File: config.mk
export PLATFORM = sky130hd
export DESIGN_NAME = trap_entry_seq
export DESIGN_NICKNAME = d
export VERILOG_FILES = /design/src/rtl/trap_entry_pkg.sv /design/src/rtl/trap_select.sv /design/src/rtl/trap_vector.sv /design/src/rtl/trap_entry_seq.sv
export SDC_FILE = /design/constraint.sdc
export NUM_CORES = 1
export LEC_CHECK = 0
export BUFFER_PORTS_ARGS = -buffer_cell sky130_fd_sc_hd__buf_2
export CAP_MARGIN = 25
export CORE_AREA = 5 5 142 144
export CTS_CLUSTER_SIZE = 20
export DETAILED_ROUTE_END_ITERATION = 16
export DIE_AREA = 0 0 147 149
export GPL_ROUTABILITY_DRIVEN = 0
export GPL_TIMING_DRIVEN = 0
export PLACE_DENSITY = 0.68
export SYNTH_ARGS = -nofsm -noshare
export SYNTH_HDL_FRONTEND = slang
export SYNTH_SLANG_ARGS = --single-unit
File: constraint.sdc
create_clock -name clk -period 3.6 [get_ports clk]
set_input_delay 0.18 -clock clk [delete_from_list [all_inputs] [get_ports clk]]
set_output_delay 0.18 -clock clk [all_outputs]
set_load 0.1 [all_outputs]
File: src/rtl/trap_entry_pkg.sv
package trap_entry_pkg;

    typedef enum logic [0:0] {
        ST_READY  = 1'b0,
        ST_HALTED = 1'b1
    } seq_state_e;

    typedef enum logic [1:0] {
        EV_NONE  = 2'd0,
        EV_INT   = 2'd1,
        EV_EXC   = 2'd2,
        EV_FATAL = 2'd3
    } entry_kind_e;

endpackage

File: src/rtl/trap_select.sv
module trap_select
    import trap_entry_pkg::*;
(
    input  logic        int_req,
    input  logic        exc_req,
    input  logic        blocked,
    input  logic        halted,
    output entry_kind_e kind
);

    // Exceptions win over interrupts; a blocked exception is fatal.
    always_comb begin
        if (halted) begin
            kind = EV_NONE;
        end else if (exc_req) begin
            kind = blocked ? EV_FATAL : EV_EXC;
        end else if (int_req) begin
            kind = EV_INT;
        end else begin
            kind = EV_NONE;
        end
    end

endmodule

File: src/rtl/trap_vector.sv
module trap_vector #(
    parameter int XLEN   = 32,
    parameter int CODE_W = 12,
    parameter logic [XLEN-1:0]   INT_OFS     = 32'h600,
    parameter logic [XLEN-1:0]   GEN_OFS     = 32'h100,
    parameter logic [XLEN-1:0]   MISS_OFS    = 32'h400,
    parameter logic [CODE_W-1:0] MISS_RD_CODE = 12'h040,
    parameter logic [CODE_W-1:0] MISS_WR_CODE = 12'h060
) (
    input  logic              is_int,
    input  logic [CODE_W-1:0] code,
    input  logic [XLEN-1:0]   vbr,
    output logic [XLEN-1:0]   handler
);

    localparam int N_MISS = 2;

    logic [CODE_W-1:0] miss_codes [N_MISS];
    logic [N_MISS-1:0] miss_hit;
    logic [XLEN-1:0]   offset;

    assign miss_codes[0] = MISS_RD_CODE;
    assign miss_codes[1] = MISS_WR_CODE;

    for (genvar g = 0; g < N_MISS; g++) begin : g_miss
        assign miss_hit[g] = (code == miss_codes[g]);
    end

    always_comb begin
        if (is_int) begin
            offset = INT_OFS;
        end else if (|miss_hit) begin
            offset = MISS_OFS;
        end else begin
            offset = GEN_OFS;
        end
    end

    assign handler = vbr + offset;

endmodule

File: src/rtl/trap_entry_seq.sv
module trap_entry_seq
    import trap_entry_pkg::*;
#(
    parameter int XLEN    = 32,
    parameter int CODE_W  = 12,
    parameter int BL_BIT  = 28,
    parameter int RB_BIT  = 29,
    parameter int MD_BIT  = 30,
    parameter logic [XLEN-1:0]   INT_OFS      = 32'h600,
    parameter logic [XLEN-1:0]   GEN_OFS      = 32'h100,
    parameter logic [XLEN-1:0]   MISS_OFS     = 32'h400,
    parameter logic [CODE_W-1:0] MISS_RD_CODE = 12'h040,
    parameter logic [CODE_W-1:0] MISS_WR_CODE = 12'h060
) (
    input  logic              clk,
    input  logic              rst_n,
    input  logic              int_req,
    input  logic [CODE_W-1:0] int_code,
    input  logic              exc_req,
    input  logic [CODE_W-1:0] exc_code,
    input  logic [XLEN-1:0]   exc_pc,
    input  logic [XLEN-1:0]   next_pc,
    input  logic [XLEN-1:0]   sr_in,
    input  logic [XLEN-1:0]   r15_in,
    input  logic [XLEN-1:0]   vbr_in,
    output logic              done,
    output logic [XLEN-1:0]   new_pc,
    output logic [XLEN-1:0]   sr_out,
    output logic [XLEN-1:0]   saved_sr,
    output logic [XLEN-1:0]   saved_pc,
    output logic [XLEN-1:0]   saved_stack,
    output logic [CODE_W-1:0] int_event,
    output logic [CODE_W-1:0] exc_event,
    output logic              fatal
);

    localparam logic [XLEN-1:0] ENTRY_SET =
        (XLEN'(1) << BL_BIT) | (XLEN'(1) << RB_BIT) | (XLEN'(1) << MD_BIT);

    seq_state_e  state_q, state_d;
    entry_kind_e kind;
    logic [XLEN-1:0] handler;

    trap_select u_select (
        .int_req (int_req),
        .exc_req (exc_req),
        .blocked (sr_in[BL_BIT]),
        .halted  (state_q == ST_HALTED),
        .kind    (kind)
    );

    trap_vector #(
        .XLEN        (XLEN),
        .CODE_W      (CODE_W),
        .INT_OFS     (INT_OFS),
        .GEN_OFS     (GEN_OFS),
        .MISS_OFS    (MISS_OFS),
        .MISS_RD_CODE(MISS_RD_CODE),
        .MISS_WR_CODE(MISS_WR_CODE)
    ) u_vector (
        .is_int  (kind == EV_INT),
        .code    (exc_code),
        .vbr     (vbr_in),
        .handler (handler)
    );

    // Next-state logic
    always_comb begin
        state_d = state_q;
        unique case (state_q)
            ST_READY:  if (kind == EV_FATAL) state_d = ST_HALTED;
            ST_HALTED: state_d = ST_HALTED;
            default:   state_d = ST_READY;
        endcase
    end

    // State register
    always_ff @(posedge clk) begin
        if (!rst_n) begin
            state_q <= ST_READY;
        end else begin
            state_q <= state_d;
        end
    end

    assign fatal = (state_q == ST_HALTED);

    // Architectural outputs
    always_ff @(posedge clk) begin
        if (!rst_n) begin
            done        <= 1'b0;
            new_pc      <= '0;
            sr_out      <= '0;
            saved_sr    <= '0;
            saved_pc    <= '0;
            saved_stack <= '0;
            int_event   <= '0;
            exc_event   <= '0;
        end else begin
            done <= 1'b0;
            unique case (kind)
                EV_INT: begin
                    done        <= 1'b1;
                    new_pc      <= handler;
                    sr_out      <= sr_in | ENTRY_SET;
                    saved_sr    <= sr_in;
                    saved_stack <= r15_in;
                    saved_pc    <= next_pc;
                    int_event   <= int_code;
                end
                EV_EXC: begin
                    done        <= 1'b1;
                    new_pc      <= handler;
                    sr_out      <= sr_in | ENTRY_SET;
                    saved_sr    <= sr_in;
                    saved_stack <= r15_in;
                    saved_pc    <= exc_pc;
                    exc_event   <= exc_code;
                end
                EV_FATAL: ;
                EV_NONE:  ;
                default:  ;
            endcase
        end
    end

endmodule

==> impl_metrics.csv <==
group,metric,value,unit
outcome,status,"finished clean",
sta,clock_skew,0.00659,ns
floorplan,io_pins,374,
setup_path,worstReg2RegEnd,"new_pc[27]",
clock_network,clkTransAtPathRegs,0.06,ns
setup_path,path_cells,"or2_2 -> inv_1 -> ha_1 -> clkbuf_1 -> buf_2 -> inv_1 -> nand2_1 -> ha_1 -> buf_4 -> a211oi_2 -> or2_2 -> buf_2 -> or4_1 -> a31oi_1",
clock_network,clock-sinks,155,
yosys,seq_area_frac_synth,45.1,%
yosys,synth_seq_cells,155,
sta,slew_violations,0,
yosys,synth_area_leader_cell,"dfxtp_1",
yosys,synth_mux_area_share,18.9,%
yosys,synth_nets,871,
sta,max_freq,297,MHz
power_and_ir_drop,power.leakage,5.01,nW
setup_path,cp_slowest_cell,"or4_1",
setup_path,worstPathMaxFanout,10,
yosys,syn_inst,676,
yosys,yosysTopAreaCellShare,45.1,%
grt,grt-ovfl-total,0,
grt,grt_pass1_vias,6173,
floorplan,start_util,37.0,%
grt,grt_pass1_wl,32900,um
final_layout,syn_to_final_growth,39.5,%
grt,grt.total_usage,18.9,%
setup_path,end_kind,"flip-flop",
sta,setup_tns,0,ns
clock_network,post-cts-setup-buffers,0,
clock_network,cts_buffer_depth,2,
yosys,yosys.area_share.adder,1.38,%
setup_path,arrival,3.71,ns
clock_network,numCtsBuffers,17,
detailed_routing,drt-wirelength-per-cell,16.6,um
placement,portBuffers,371,
detailed_routing,drt_wl_total,21800,um
clock_network,cts_tree,"done",
yosys,synthSimpleGateAreaFrac,16.0,%
detailed_routing,drt_pass1_iterations,4,
final_layout,diodes,0,
sta,rsz0062_at_grt,"false",
setup_path,required,3.94,ns
power_and_ir_drop,ir_worst_vdd,0.305,mV
yosys,ys_top_cells_by_area,"dfxtp_1, mux2i_1, nor2b_1",
detailed_routing,postRouteAntennaNets,0,
clock_network,clk_latency,0.42,ns
yosys,yosys_most_used_dff,"dfxtp_1",
final_layout,final_cell_mix,"buf_2, dfxtp_1, mux2i_1",
grt,antenna_found_initial,0,
yosys,synth_edf_count,0,
setup_path,r2r_slack,0.23,ns
floorplan,die_h,149,um
final_layout,final_common_cell,"buf_2",
floorplan,coreArea,18600,um2
setup_path,worstSetupStartpointType,"flip-flop",
sta,min_period,3.37,ns
detailed_routing,dr_total_vias,6216,
yosys,synth_cell_type_count,46,
placement,hpwl,17300,um
yosys,synth_compound_area_share,10.5,%
sta,fin_crit_sh,93.5,%
final_layout,fin_util,51.6,%
hold_path,min_path_type,"input port to flip-flop",
detailed_routing,drc,0,
clock_network,htree_num_levels,4,
yosys,synth_top_family_by_area,"multiplexers",
final_layout,drive_above_1_share,42.2,%
final_layout,final_nets,1261,
setup_path,criticalPathCategory,"flip-flop to flip-flop",
run,maxCapViolations,0,
floorplan,num_rows,50,
sta,worst_pin_slew,0.819,ns
detailed_routing,vias_per_cell,4.75,
yosys,ys_async_sr_fraction,0,%
yosys,synth.avg_cell_area,10.2,um2
setup_path,endpoint,"new_pc[27]",
floorplan,design.die.area,21900,um2
yosys,yosysWarningCount,0,
setup_path,rr_worst_depth,14,
detailed_routing,drt_iter0_drc,224,
yosys,synth_xor_area_share,0.891,%
floorplan,die-width,147,um
setup_path,r2r-start,"fatal",
power_and_ir_drop,p_per_area,691,nW/um2
setup_path,worstSetupStartpoint,"fatal",
sta,hold_viol_final,0,
setup_path,max_stage_delay,0.40,ns
yosys,synth_area,6880,um2
sta,slew_headroom,45.4,%
grt,grt_max_degree,17,
sta,finalSetupViolations,0,
clock_network,cts_root_buf,"clkbuf_16",
metal layers:
layer	track usage (%)	up-vias	part of all wire (%)
met2	33.0	235	50
met4	6.06	0	2.1
li1	-	3104	-
met5	0	-	0
met1	22.3	2851	40
met3	5.77	26	7.9
worst min path at each step:
stage / start / to / slack, ns / depth (start not counted)
finish: r15_in[26] / saved_stack[26] / 0.01 / 3
global route: r15_in[14] / saved_stack[14] / 0.003 / 3
CTS: r15_in[2] / saved_stack[2] / 0.0004 / 3
detailed placement: r15_in[2] / saved_stack[2] / 0.44 / 3
global placement: sr_in[22] / sr_out[22] / 0.43 / 3
floorplan: vbr_in[21] / new_pc[21] / 0.34 / 2
cells in the mapped netlist, types with 5 or more instances:
| master | n |
|---|---|
| a21oi_1 | 7 |
| a31oi_1 | 10 |
| buf_2 | 10 |
| buf_4 | 32 |
| clkbuf_1 | 33 |
| dfxtp_1 | 155 |
| ha_1 | 6 |
| inv_1 | 11 |
| mux2i_1 | 130 |
| nand2_1 | 42 |
| nand3_1 | 7 |
| nor2b_1 | 100 |
| nor3_1 | 6 |
| o211a_1 | 33 |
| o21ai_0 | 21 |
| o31ai_1 | 9 |
| or4_1 | 8 |
| xnor2_1 | 5 |
worst max-delay path, delay by kind of cell, from the launching register on:
family,cells,cell delay (ns)
AO/OA/AOI/OAI,2,0.27
adder cells (fa/ha/maj),2,0.33
buffers and inverters,6,1.19
flip-flops,1,0.33
AND/OR/NAND/NOR,4,1.16
registers in the layout, summed over array words and instances, names as in the netlist:
register / count
new_pc: 32
int_event: 12
sr_out: 30
saved_stack: 32
exc_event: 12
done: 1
fatal: 1
saved_sr: 3
saved_pc: 32
timing repair:
action | in CTS | in global routing
hold buffers | 0 | 0
resized for setup | 1 | 4
setup endpoints to repair | 14 | 13
gates cloned | 0 | 0
where the power goes:
part	switching [mW]	total, mW	internal [mW]
Clock	0.709	1.69	0.982
Combinational	2.32	2.91	0.590
Sequential	0.108	2.03	1.92
metrics by stage:
step	instance area [um2]	worst slack, ns	hold slack [ns]	std cells	power [mW]
final	9600	0.233	0.0144	1310	6.63
after floorplan	6880	0.0537	0.344	676	4.45
after global routing	9600	0.00385	0.00267	1310	6.90
after detailed placement	9030	-0.335	0.440	1281	4.99
after global placement	9030	-0.330	0.429	1281	4.97
after CTS	9580	0.000517	0.000410	1310	6.69
final cells by class:
cell class	instances	area (um2)
well taps	234	293
clock buffers	20	457
fillers	1792	8980
plain buffers	81	454
inverters	11	41.3
clock inverters	9	90.1
multi-input cells	429	3300
repair buffers	371	1860
flip-flops and latches	155	3100
cells by family (layout without fill, tap and decap cells):
logic type               after synthesis  after routing
AO/OA/AOI/OAI                         95             95
XOR/XNOR                               7              7
buffers and inverters                 92            492
multiplexers                         130            130
AND/OR/NAND/NOR                      190            190
flip-flops                           155            155
adder cells (fa/ha/maj)                7              7
(Power assumes the default switching activity.)
